===== src/rtl/dma_addr_pkg.sv =====
// Package: shared encodings and types for the DMA channel address generator.
// Assumes a byte-wide register port with a 3-bit channel-relative offset.
package dma_addr_pkg;

    typedef enum logic [1:0] {
        RLD_NONE  = 2'b00,
        RLD_BLOCK = 2'b01,
        RLD_BURST = 2'b10,
        RLD_TXN   = 2'b11
    } reload_e;

    typedef enum logic [1:0] {
        DIR_HOLD = 2'b00,
        DIR_UP   = 2'b01,
        DIR_DOWN = 2'b10,
        DIR_RSVD = 2'b11
    } dir_e;

    typedef struct packed {
        reload_e src_rld;
        dir_e    src_dir;
        reload_e dst_rld;
        dir_e    dst_dir;
    } addr_ctrl_t;

    typedef struct packed {
        logic burst_end;
        logic block_end;
        logic txn_end;
    } bound_t;

    localparam logic [2:0] OFS_CTRL   = 3'h2;
    localparam logic [2:0] OFS_SRC_LO = 3'h4;
    localparam logic [2:0] OFS_SRC_HI = 3'h5;
    localparam logic [2:0] OFS_DST_LO = 3'h6;
    localparam logic [2:0] OFS_DST_HI = 3'h7;

endpackage


===== src/rtl/dma_ctrl_regs.sv =====
// Module: channel register file. Holds the address-control byte and the
// source/destination starting addresses. The control byte ignores writes
// while the channel is busy; starting addresses are always writable.
// Assumes 8 < ADDR_W <= 16 (low byte plus a partial or full high byte).
module dma_ctrl_regs
    import dma_addr_pkg::*;
#(
    parameter int ADDR_W = 16
) (
    input  logic              clk,
    input  logic              rst_n,
    input  logic              wr_en,
    input  logic [2:0]        wr_ofs,
    input  logic [7:0]        wr_data,
    input  logic              busy,
    output addr_ctrl_t        ctrl,
    output logic [ADDR_W-1:0] src_init,
    output logic [ADDR_W-1:0] dst_init
);
    localparam int HI_W = ADDR_W - 8;

    // Control byte: written only while idle.
    always_ff @(posedge clk) begin
        if (!rst_n) begin
            ctrl <= '0;
        end else if (wr_en && !busy && wr_ofs == OFS_CTRL) begin
            ctrl <= addr_ctrl_t'(wr_data);
        end
    end

    // Starting addresses: byte-lane writes.
    always_ff @(posedge clk) begin
        if (!rst_n) begin
            src_init <= '0;
            dst_init <= '0;
        end else if (wr_en) begin
            case (wr_ofs)
                OFS_SRC_LO: src_init[7:0]        <= wr_data;
                OFS_SRC_HI: src_init[ADDR_W-1:8] <= wr_data[HI_W-1:0];
                OFS_DST_LO: dst_init[7:0]        <= wr_data;
                OFS_DST_HI: dst_init[ADDR_W-1:8] <= wr_data[HI_W-1:0];
                default: ;
            endcase
        end
    end

    // control byte frozen while the channel is busy
    p_ctrl_lock_r9: assert property (@(posedge clk) disable iff (!rst_n)
        busy |=> $stable(ctrl));

endmodule


===== src/rtl/dma_xfer_seq.sv =====
// Module: transfer sequencer. Captures the geometry at start, counts bytes
// within bursts and blocks and counts blocks. It flags the burst, block
// and transaction boundaries on the byte that completes them, and owns
// busy and the done pulse. Zero block length or repeat count acts as one.
module dma_xfer_seq
    import dma_addr_pkg::*;
#(
    parameter int BLK_W = 16,
    parameter int REP_W = 8
) (
    input  logic             clk,
    input  logic             rst_n,
    input  logic             start,
    input  logic             byte_done,
    input  logic [1:0]       burst_sel,
    input  logic [BLK_W-1:0] block_len,
    input  logic [REP_W-1:0] repeat_cnt,
    output logic             busy,
    output logic             done,
    output logic             start_ld,
    output logic             step,
    output bound_t           bnd
);
    logic [1:0]       burst_q;
    logic [BLK_W-1:0] blk_len_q;
    logic [REP_W-1:0] rep_q;
    logic [2:0]       bcnt;
    logic [BLK_W-1:0] kcnt;
    logic [REP_W-1:0] rcnt;

    assign start_ld = start && !busy;
    assign step     = byte_done && busy;

    // Boundary decode for the byte being completed.
    always_comb begin
        bnd.block_end = ({1'b0, kcnt} + 1'b1) >= {1'b0, blk_len_q};
        bnd.txn_end   = bnd.block_end && (({1'b0, rcnt} + 1'b1) >= {1'b0, rep_q});
        bnd.burst_end = bnd.block_end || (({1'b0, bcnt} + 4'd1) == (4'd1 << burst_q));
    end

    // Geometry capture, counters, busy and done pulse.
    always_ff @(posedge clk) begin
        if (!rst_n) begin
            busy      <= 1'b0;
            done      <= 1'b0;
            burst_q   <= '0;
            blk_len_q <= '0;
            rep_q     <= '0;
            bcnt      <= '0;
            kcnt      <= '0;
            rcnt      <= '0;
        end else begin
            done <= 1'b0;
            if (start_ld) begin
                busy      <= 1'b1;
                burst_q   <= burst_sel;
                blk_len_q <= block_len;
                rep_q     <= repeat_cnt;
                bcnt      <= '0;
                kcnt      <= '0;
                rcnt      <= '0;
            end else if (step) begin
                bcnt <= bnd.burst_end ? 3'd0 : bcnt + 3'd1;
                kcnt <= bnd.block_end ? '0 : kcnt + 1'b1;
                if (bnd.block_end) rcnt <= rcnt + 1'b1;
                if (bnd.txn_end) begin
                    busy <= 1'b0;
                    done <= 1'b1;
                end
            end
        end
    end

    // an idle start makes the channel busy
    p_start_busy_r3: assert property (@(posedge clk) disable iff (!rst_n)
        start_ld |=> busy);
    // the done pulse never overlaps busy
    p_done_idle_r8: assert property (@(posedge clk) disable iff (!rst_n)
        done |-> !busy);
    // busy only falls together with the done pulse
    p_busy_fall_r8: assert property (@(posedge clk) disable iff (!rst_n)
        $fell(busy) |-> done);
    // done lasts a single cycle
    p_done_single_r8: assert property (@(posedge clk) disable iff (!rst_n)
        done |=> !done);

endmodule


===== src/rtl/dma_addr_lane.sv =====
// Module: one address lane (source or destination). Loads the starting
// address at start, then steps by the direction field on every byte,
// returning to the starting address when the selected boundary is hit.
// Reload wins over a step; reserved direction 11 holds the address.
module dma_addr_lane
    import dma_addr_pkg::*;
#(
    parameter int ADDR_W = 16
) (
    input  logic              clk,
    input  logic              rst_n,
    input  logic              start_ld,
    input  logic              step,
    input  logic [1:0]        rld_sel,
    input  logic [1:0]        dir_sel,
    input  bound_t            bnd,
    input  logic [ADDR_W-1:0] init,
    output logic [ADDR_W-1:0] cur
);
    logic              hit;
    logic [ADDR_W-1:0] stepped;

    // Select whether this byte hits the lane's reload point.
    always_comb begin
        case (reload_e'(rld_sel))
            RLD_BLOCK: hit = bnd.block_end;
            RLD_BURST: hit = bnd.burst_end;
            RLD_TXN:   hit = bnd.txn_end;
            default:   hit = 1'b0;
        endcase
    end

    // Compute the stepped address with modular wrap.
    always_comb begin
        case (dir_e'(dir_sel))
            DIR_UP:   stepped = cur + 1'b1;
            DIR_DOWN: stepped = cur - 1'b1;
            default:  stepped = cur;
        endcase
    end

    // Current address register.
    always_ff @(posedge clk) begin
        if (!rst_n) begin
            cur <= '0;
        end else if (start_ld) begin
            cur <= init;
        end else if (step) begin
            cur <= hit ? init : stepped;
        end
    end

    // no start and no byte means the address holds
    p_hold_idle_r11: assert property (@(posedge clk) disable iff (!rst_n)
        !start_ld && !step |=> $stable(cur));
    // start copies the starting address
    p_load_init_r3: assert property (@(posedge clk) disable iff (!rst_n)
        start_ld |=> cur == $past(init));

endmodule


===== src/rtl/dma_addr_gen.sv =====
// Module: DMA channel address generator top. Ties the register file, the
// transfer sequencer and one address lane per side together. Lane 0 is
// the source and lane 1 is the destination. Assumes byte_done only
// arrives for bytes actually moved by the channel.
module dma_addr_gen
    import dma_addr_pkg::*;
#(
    parameter int ADDR_W = 16,
    parameter int BLK_W  = 16,
    parameter int REP_W  = 8
) (
    input  logic              clk,
    input  logic              rst_n,
    input  logic              wr_en,
    input  logic [2:0]        wr_ofs,
    input  logic [7:0]        wr_data,
    input  logic              start,
    input  logic              byte_done,
    input  logic [1:0]        burst_sel,
    input  logic [BLK_W-1:0]  block_len,
    input  logic [REP_W-1:0]  repeat_cnt,
    output logic [ADDR_W-1:0] src_addr,
    output logic [ADDR_W-1:0] dst_addr,
    output logic              busy,
    output logic              xfer_done
);
    localparam int N_LANE = 2;

    addr_ctrl_t                      ctrl;
    logic [ADDR_W-1:0]               src_init, dst_init;
    logic                            start_ld, step;
    bound_t                          bnd;
    logic [N_LANE-1:0][1:0]          rld_a, dir_a;
    logic [N_LANE-1:0][ADDR_W-1:0]   init_a, cur_a;

    dma_ctrl_regs #(.ADDR_W(ADDR_W)) u_regs (
        .clk(clk), .rst_n(rst_n), .wr_en(wr_en), .wr_ofs(wr_ofs),
        .wr_data(wr_data), .busy(busy), .ctrl(ctrl),
        .src_init(src_init), .dst_init(dst_init)
    );

    dma_xfer_seq #(.BLK_W(BLK_W), .REP_W(REP_W)) u_seq (
        .clk(clk), .rst_n(rst_n), .start(start), .byte_done(byte_done),
        .burst_sel(burst_sel), .block_len(block_len), .repeat_cnt(repeat_cnt),
        .busy(busy), .done(xfer_done), .start_ld(start_ld), .step(step),
        .bnd(bnd)
    );

    // Per-lane field routing.
    always_comb begin
        rld_a[0]  = ctrl.src_rld;
        dir_a[0]  = ctrl.src_dir;
        init_a[0] = src_init;
        rld_a[1]  = ctrl.dst_rld;
        dir_a[1]  = ctrl.dst_dir;
        init_a[1] = dst_init;
    end

    for (genvar g = 0; g < N_LANE; g++) begin : g_lane
        dma_addr_lane #(.ADDR_W(ADDR_W)) u_lane (
            .clk(clk), .rst_n(rst_n), .start_ld(start_ld), .step(step),
            .rld_sel(rld_a[g]), .dir_sel(dir_a[g]), .bnd(bnd),
            .init(init_a[g]), .cur(cur_a[g])
        );
    end

    assign src_addr = cur_a[0];
    assign dst_addr = cur_a[1];

endmodule


===== config.mk =====
export PLATFORM = sky130hd
export DESIGN_NAME = dma_addr_gen
export DESIGN_NICKNAME = d
export VERILOG_FILES = /design/src/rtl/dma_addr_pkg.sv /design/src/rtl/dma_ctrl_regs.sv /design/src/rtl/dma_xfer_seq.sv /design/src/rtl/dma_addr_lane.sv /design/src/rtl/dma_addr_gen.sv
export SDC_FILE = /design/constraint.sdc
export NUM_CORES = 1
export LEC_CHECK = 0
export BUFFER_PORTS_ARGS = -buffer_cell sky130_fd_sc_hd__buf_4
export CAP_MARGIN = 10
export CORE_ASPECT_RATIO = 0.6
export CORE_UTILIZATION = 50
export CTS_BUF_LIST = sky130_fd_sc_hd__clkbuf_4 sky130_fd_sc_hd__clkbuf_8
export CTS_CLUSTER_DIAMETER = 50
export DETAILED_ROUTE_END_ITERATION = 8
export GPL_ROUTABILITY_DRIVEN = 0
export PLACE_DENSITY = 0.73
export SYNTH_ARGS = -nofsm -noshare
export SYNTH_HDL_FRONTEND = slang
export SYNTH_SLANG_ARGS = --single-unit

===== constraint.sdc =====
create_clock -name clk -period 10.6 [get_ports clk]
set_input_delay 0 -clock clk [delete_from_list [all_inputs] [get_ports clk]]
set_output_delay 0 -clock clk [all_outputs]
set_load 0.02 [all_outputs]

Yosys cells after proc, flatten, opt, wreduce, memory -nomap -nowiden:

Cells that the tools add are included.

* bits in registers: 127
* output and inout bits: 34
* bits of input ports: 42
* word-level logic and storage cells: 86

* reductions and logical operators: 21
* add/sub/neg operators: 10
* muxes and demuxes: 16
* bitwise operators: 2
* shift operators: 1
* order comparisons: 2
* equality and inequality tests: 16

Operator list (count)
* 2-to-1 mux 16 bit: 7
* one-hot mux 16 bit (2 select lines): 2
* adder 16 x 1 -> 16 bit (second input constant): 3
* subtractor 16 x 1 -> 16 bit (second input constant): 2
* adder 16 x 1 -> 17 bit (second input constant): 1
* greater-or-equal comparator 17 x 16 -> 1 bit: 1
* AND reduction 2 bit: 8
* equality test 2 bit (second input constant): 6
* equality test 3 bit (second input constant): 4
* adder 8 x 1 -> 9 bit (second input constant): 1
* greater-or-equal comparator 9 x 8 -> 1 bit: 1
* adder 8 x 1 -> 8 bit (second input constant): 1
* equality test 2 x 1 -> 1 bit (second input constant): 4
* nonzero test 4 bit: 2
* one-hot mux 1 bit (3 select lines): 2
* logical AND 1 bit: 5
* adder 3 x 1 -> 4 bit (second input constant): 1
* equality test 4 bit: 1
* 2-to-1 mux 1 bit: 4
* nonzero test 2 bit: 2
* << shifter 1 x 2 -> 4 bit (first input constant): 1
* adder 3 x 1 -> 3 bit (second input constant): 1
* equality test 3 x 2 -> 1 bit (second input constant): 1
* 2-to-1 mux 3 bit: 1
* 5 further kinds: 6

Logic depth before layout (Yosys ltp):

* depth in word-level cells: 7
* mapped depth: 19
* gate-level depth less buffers: 16

Cells and area by module:

Synthesis repeated with hierarchy kept, for this count alone.

* cell total of the unflattened synthesis: 1088
* area, all modules: 8433.1 µm²

By module, submodules not included
* dma_addr_lane: cells an instance 254, seq. area each 320.3 µm², instances 2, area an instance 1791.7 µm²
* dma_xfer_seq: cells an instance 417, seq. area each 1101.1 µm², instances 1, area an instance 3374.5 µm²
* dma_ctrl_regs: cells an instance 163, seq. area each 800.8 µm², instances 1, area an instance 1475.2 µm²

Worst setup path before layout:

Ideal clock, no wire load.

* path type: register to register
* from: reg u_seq.kcnt[0]
* to: reg g_lane[0].u_lane.cur[2]
* cell stages (with the launch flop): 20
* required time: 10.514 ns
* data arrival time: 3.748 ns
* period minus slack after synthesis: 3.834 ns
* setup time: 0.086 ns
* path buffers: 4
* setup slack: 6.766 ns
* cells stage by stage: dfxtp_1 ha_1 and3_1 buf_6 and3_4 buf_6 and3_1 and3_1 xor2_1 ha_1 nand4_1 or2_1 a311o_1 nand4b_4 nor2b_1 buf_2 o211ai_4 buf_2 a21oi_1 a211oi_1

* longest elaborated chain between the ends: 7
* elaborated cells on any way between the ends: 10
* those cells by class: add/sub (1); order compare (1); mux (4); reduce/logical (4)

RTL lines
* start, declared: RTL line dma_xfer_seq.sv:28 `logic [BLK_W-1:0] kcnt;`
* start signal, assigned: RTL line dma_xfer_seq.sv:64 `kcnt <= bnd.block_end ? '0 : kcnt + 1'b1;`
* adder 16 x 1 -> 17 bit (*): RTL line dma_xfer_seq.sv:36 `bnd.block_end = ({1'b0, kcnt} + 1'b1) >= {1'b0, blk_len_q};`
* greater-or-equal comparator 17 x 16 -> 1 bit (*): RTL line dma_xfer_seq.sv:36
* logical AND 1 bit / logical OR 1 bit (equally long branches): RTL line dma_xfer_seq.sv:37, dma_xfer_seq.sv:38
* one-hot mux 1 bit (3 select lines) (*): RTL line dma_addr_lane.sv:25 `case (reload_e'(rld_sel))`
* 2-to-1 mux 16 bit: RTL line dma_addr_lane.sv:49 `cur <= hit ? init : stepped;`
* 2-to-1 mux 16 bit: RTL line dma_addr_lane.sv:48 `end else if (step) begin`
* 2-to-1 mux 16 bit: RTL line dma_addr_lane.sv:46 `end else if (start_ld) begin`
* end signal, assigned: RTL line dma_addr_lane.sv:47 `cur <= init;`
* end signal, assigned: RTL line dma_addr_lane.sv:49
* end, declared: RTL line dma_addr_lane.sv:18 `output logic [ADDR_W-1:0] cur`

Every way passes the cells marked *; elsewhere a longest branch is shown, timed or not. The select of a mux whose other input is x is not followed.
A chain may end at the register's enable or synchronous reset.

Worst setup path after layout:

* from: reg u_seq.kcnt[0]
* to: reg g_lane[1].u_lane.cur[15]

* longest elaborated chain between the ends: 7
* elaborated cells on any way between the ends: 10
* those cells by class: add/sub (1); order compare (1); mux (4); reduce/logical (4)

RTL lines (RTL line)
* adder 16 x 1 -> 17 bit (*): dma_xfer_seq.sv:36
* greater-or-equal comparator 17 x 16 -> 1 bit (*): dma_xfer_seq.sv:36
* logical AND 1 bit / logical OR 1 bit (equally long branches): dma_xfer_seq.sv:37, dma_xfer_seq.sv:38
* one-hot mux 1 bit (3 select lines) (*): dma_addr_lane.sv:25
* 2-to-1 mux 16 bit: dma_addr_lane.sv:49
* 2-to-1 mux 16 bit: dma_addr_lane.sv:48
* 2-to-1 mux 16 bit: dma_addr_lane.sv:46
* end signal, assigned: dma_addr_lane.sv:47
* end signal, assigned: dma_addr_lane.sv:49
* end, declared: dma_addr_lane.sv:18

Marked as above.

==> results.cfg <==
[final_layout]
instances_no_fill = 1255
fill_cells = 1297
fin_nets = 1146
syn2layout_area_growth_pct = 18.8
antenna_cells = 0
drive_gt1_frac = 0.132

[floorplanning]
die_h_um = 98.0
boundaryPins = 76
die_w_um = 162
start_util = 0.521
rows = 34
coreArea_um2 = 14700
die_area_um2 = 15900

[sta]
setup_tns_ps = 0
drv_slew = 0
worstMarginPinSlew_ps = 1080
final-setup-viol-count = 0
hold_violations = 0
max_freq_mhz = 211
skew_ps = 9.26
finalCritPeriodShare = 0.448
relSlewSlack = 0.273
worst_hold_slack_ps = 20.6
rsz0062_at_grt = false
postLayoutSetupSlackWorst_ps = 5850
timing.final.crit_period_ps = 4750

[synth]
synthArstFlopShare = 0
synth_seq_area_share = 0.331
synth_area_um2 = 7670
ys_ff_latch = 127
synth_warnings = 0
synth_ff_type = dfxtp_1
synth_nets = 1052
synth_cell_types = 72
syn_avg_cell_area_um2 = 8.06
syn_inst = 952
synth_edf_count = 0

[worst_setup_path]
cp_data_arrival_time_ps = 5070
critPathLaunchType = flip-flop
worstPathMaxFanout = 19
cp-end-kind = flip-flop
crit_start = u_seq.kcnt[0]$_SDFFE_PP0P_
reg2reg_depth = 15
critPathKind = reg -> reg
critPathRequiredTime_ps = 10920
rr_startpoint = u_seq.kcnt[0]$_SDFFE_PP0P_

[global_route]
grt_pass1_vias = 6510
grt.total_usage = 0.260
grt_pass1_wl_um = 33000
gr-total-overflow = 0
antenna_found_initial = 0
grt_max_degree = 83

[routing]
wirelength_um = 20000
drt_iter0_drc = 626
vias = 7015
wl_met1_um = 10700
route.met2.wl_um = 7770
drtPass1Iterations = 5
wl_met3_um = 1370
viasPerCell = 5.59
detail_route.drc_violations = 0
final_antenna_net_count = 0
routed.top_layer = met4
wl_per_cell_um = 16.0

[clocking]
cts_tree = done
cts_made_buffers = 17
clkLatencyLatePin_ps = 430
cts_setup_buffers = 0
cts_max_level = 4
clock_path_buffers = 2
clkSlewWorstSetupHoldPaths_ps = 70
cts_sinks = 127
cts_root_buf = clkbuf_8

[power_and_ir_drop]
vdd_drop_max_mv = 0.0735
p_leak_nw = 3.66
power-per-cell-area_nw_per_um2 = 125
finalPower_mw = 1.14

[min_path]
holdCritStartpoint = wr_ofs[1]
holdPathStages = 4
hold_path.class = in -> reg

[job]
maxCapViolCount = 0

[place]
dp_hpwl_um = 14100
post-place-ws_ps = 5950
placed_cells = 1185
io_buffers = 75

[outcome]
status = finished, final reports clean
[routing by layer]
metal  vias up  track usage
li1       3558            -
met3        20       0.0561
met5         -            0
met4         0       0.0617
met2       226        0.360
met1      3211        0.401
[cell type report]
class | count | area [µm²] | share of cell area
well taps | 198 | 248 | 0.0272
clock buffers | 24 | 312 | 0.0342
multi-input cells | 739 | 4770 | 0.524
repair buffers | 121 | 1010 | 0.111
inverters | 40 | 150 | 0.0165
clock inverters | 6 | 82.6 | 0.00906
flip-flops and latches | 127 | 2540 | 0.279
[final timing paths]
path	slack [ps]	end
worst max-delay path	5850	g_lane[1].u_lane.cur[15]$_SDFFE_PN0P_
worst min-delay path	20	u_regs.src_init[6]$_SDFFE_PN0P_
worst max register to register	5850	g_lane[1].u_lane.cur[15]$_SDFFE_PN0P_
worst min register to register	450	u_seq.rep_q[6]$_SDFFE_PN0P_
[worst max-delay path, cell delays in order, from the launching register on]
cell and delay, ps:
dfxtp_1 410, ha_1 250, and3_1 290, and3_4 280, and3_1 250, and3_1 190
xor2_1 90, ha_1 310, nand4_1 120, or2_1 240, a311o_1 350, nand4b_4 250
nor2b_1 240, o21ai_1 900, o211ai_1 190, a32o_1 260
[repair_timing]
item                                    4_1_cts  5_1_grt
gates resized for setup                       0        0
hold buffers                                 40        0
hold endpoints to repair                     72        0
endpoints found under the setup margin        0        0
[layout by cell type, fill, tap and decap left out, types with 3 or more instances in the layout]
| cell | Yosys | final |
|---|---|---|
| clkinv_2 | 0 | 3 |
| o21a_1 | 3 | 3 |
| a31oi_1 | 8 | 8 |
| and3_1 | 11 | 11 |
| nor3b_1 | 4 | 4 |
| o21bai_1 | 6 | 6 |
| xor2_1 | 20 | 20 |
| o21ai_0 | 32 | 32 |
| a211oi_1 | 17 | 17 |
| xnor2_1 | 35 | 35 |
| nor3_1 | 17 | 17 |
| dfxtp_1 | 127 | 127 |
| a211oi_2 | 6 | 6 |
| inv_1 | 39 | 39 |
| nor2_1 | 65 | 65 |
| or3_1 | 8 | 8 |
| nor4_1 | 3 | 3 |
| clkbuf_8 | 0 | 21 |
| buf_4 | 0 | 81 |
| nand4_1 | 12 | 12 |
| nand3b_1 | 10 | 10 |
| or2_2 | 5 | 5 |
| a311oi_1 | 4 | 4 |
| o211ai_1 | 11 | 11 |
| nand2_1 | 159 | 159 |
| a21oi_1 | 122 | 122 |
| mux2i_1 | 27 | 27 |
| a21o_1 | 7 | 7 |
| o21ai_1 | 3 | 3 |
| and2_1 | 4 | 4 |
| nand3_1 | 22 | 22 |
| a311oi_2 | 3 | 3 |
| nor2b_1 | 11 | 10 |
| dlygate4sd3_1 | 0 | 40 |
| ha_1 | 56 | 56 |
| clkbuf_4 | 0 | 3 |
| o2111ai_1 | 3 | 3 |
| nand2b_1 | 4 | 4 |
[synthesized netlist by cell type, types with 4 or more instances]
library cell	instances	area [µm²]
inv_1	39	146
nand4_1	12	75.1
ha_1	56	701
nand3_1	22	110
and3_1	11	68.8
buf_6	5	56.3
xnor2_1	35	307
nor3b_1	4	30.0
nand2_1	159	597
a211oi_2	6	75.1
o21bai_1	6	45.0
nand3b_1	10	75.1
a31oi_1	8	50.1
nor3_1	17	85.1
dfxtp_1	127	2540
or3_1	8	50.1
o211ai_1	11	82.6
nand2b_1	4	25.0
xor2_1	20	175
o21ai_0	32	160
a21oi_1	122	611
nor2b_1	11	68.8
a211oi_1	17	128
nor2_1	65	244
a21o_1	7	52.6
or2_2	5	31.3
and2_1	4	25.0
clkbuf_1	37	139
mux2i_1	27	270
a311oi_1	4	35.0
[registers in the layout, indices dropped and copies added, names as in the netlist]
signal / count
u_seq.bcnt: 3
u_seq.rcnt: 8
u_seq.rep_q: 8
u_seq.blk_len_q: 16
u_seq.burst_q: 2
u_seq.kcnt: 16
u_seq.done: 1
g_lane.u_lane.cur: 32
u_seq.busy: 1
u_regs.ctrl: 8
u_regs.src_init: 16
u_regs.dst_init: 16
[where the power goes]
| group | internal, mW | leakage, nW | switching (mW) |
|---|---|---|---|
| combinational | 0.0843 | 2.42 | 0.123 |
| sequential | 0.496 | 1.03 | 0.0164 |
| clock | 0.238 | 0.205 | 0.185 |
| total | 0.818 | 3.66 | 0.324 |
[per-stage QoR]
| step | utilization | area [µm²] |
|---|---|---|
| after CTS | 0.619 | 9120 |
| after floorplan | - | 7670 |
| after detailed placement | 0.565 | 8320 |
| after global routing | 0.619 | 9120 |
| after global placement | 0.565 | 8320 |
| final | 0.619 | 9120 |
[cells by family after synthesis]
logic type | Yosys count | synth area share
xor gates and xnor gates | 55 | 0.0628
buffers and inverters | 86 | 0.0475
muxes | 27 | 0.0352
and+or+nand+nor | 348 | 0.216
DFF | 127 | 0.331
AOI/OAI and AO/OA | 251 | 0.211
adders and majority gates | 58 | 0.0965
Power figures use the tool's default switching activity.
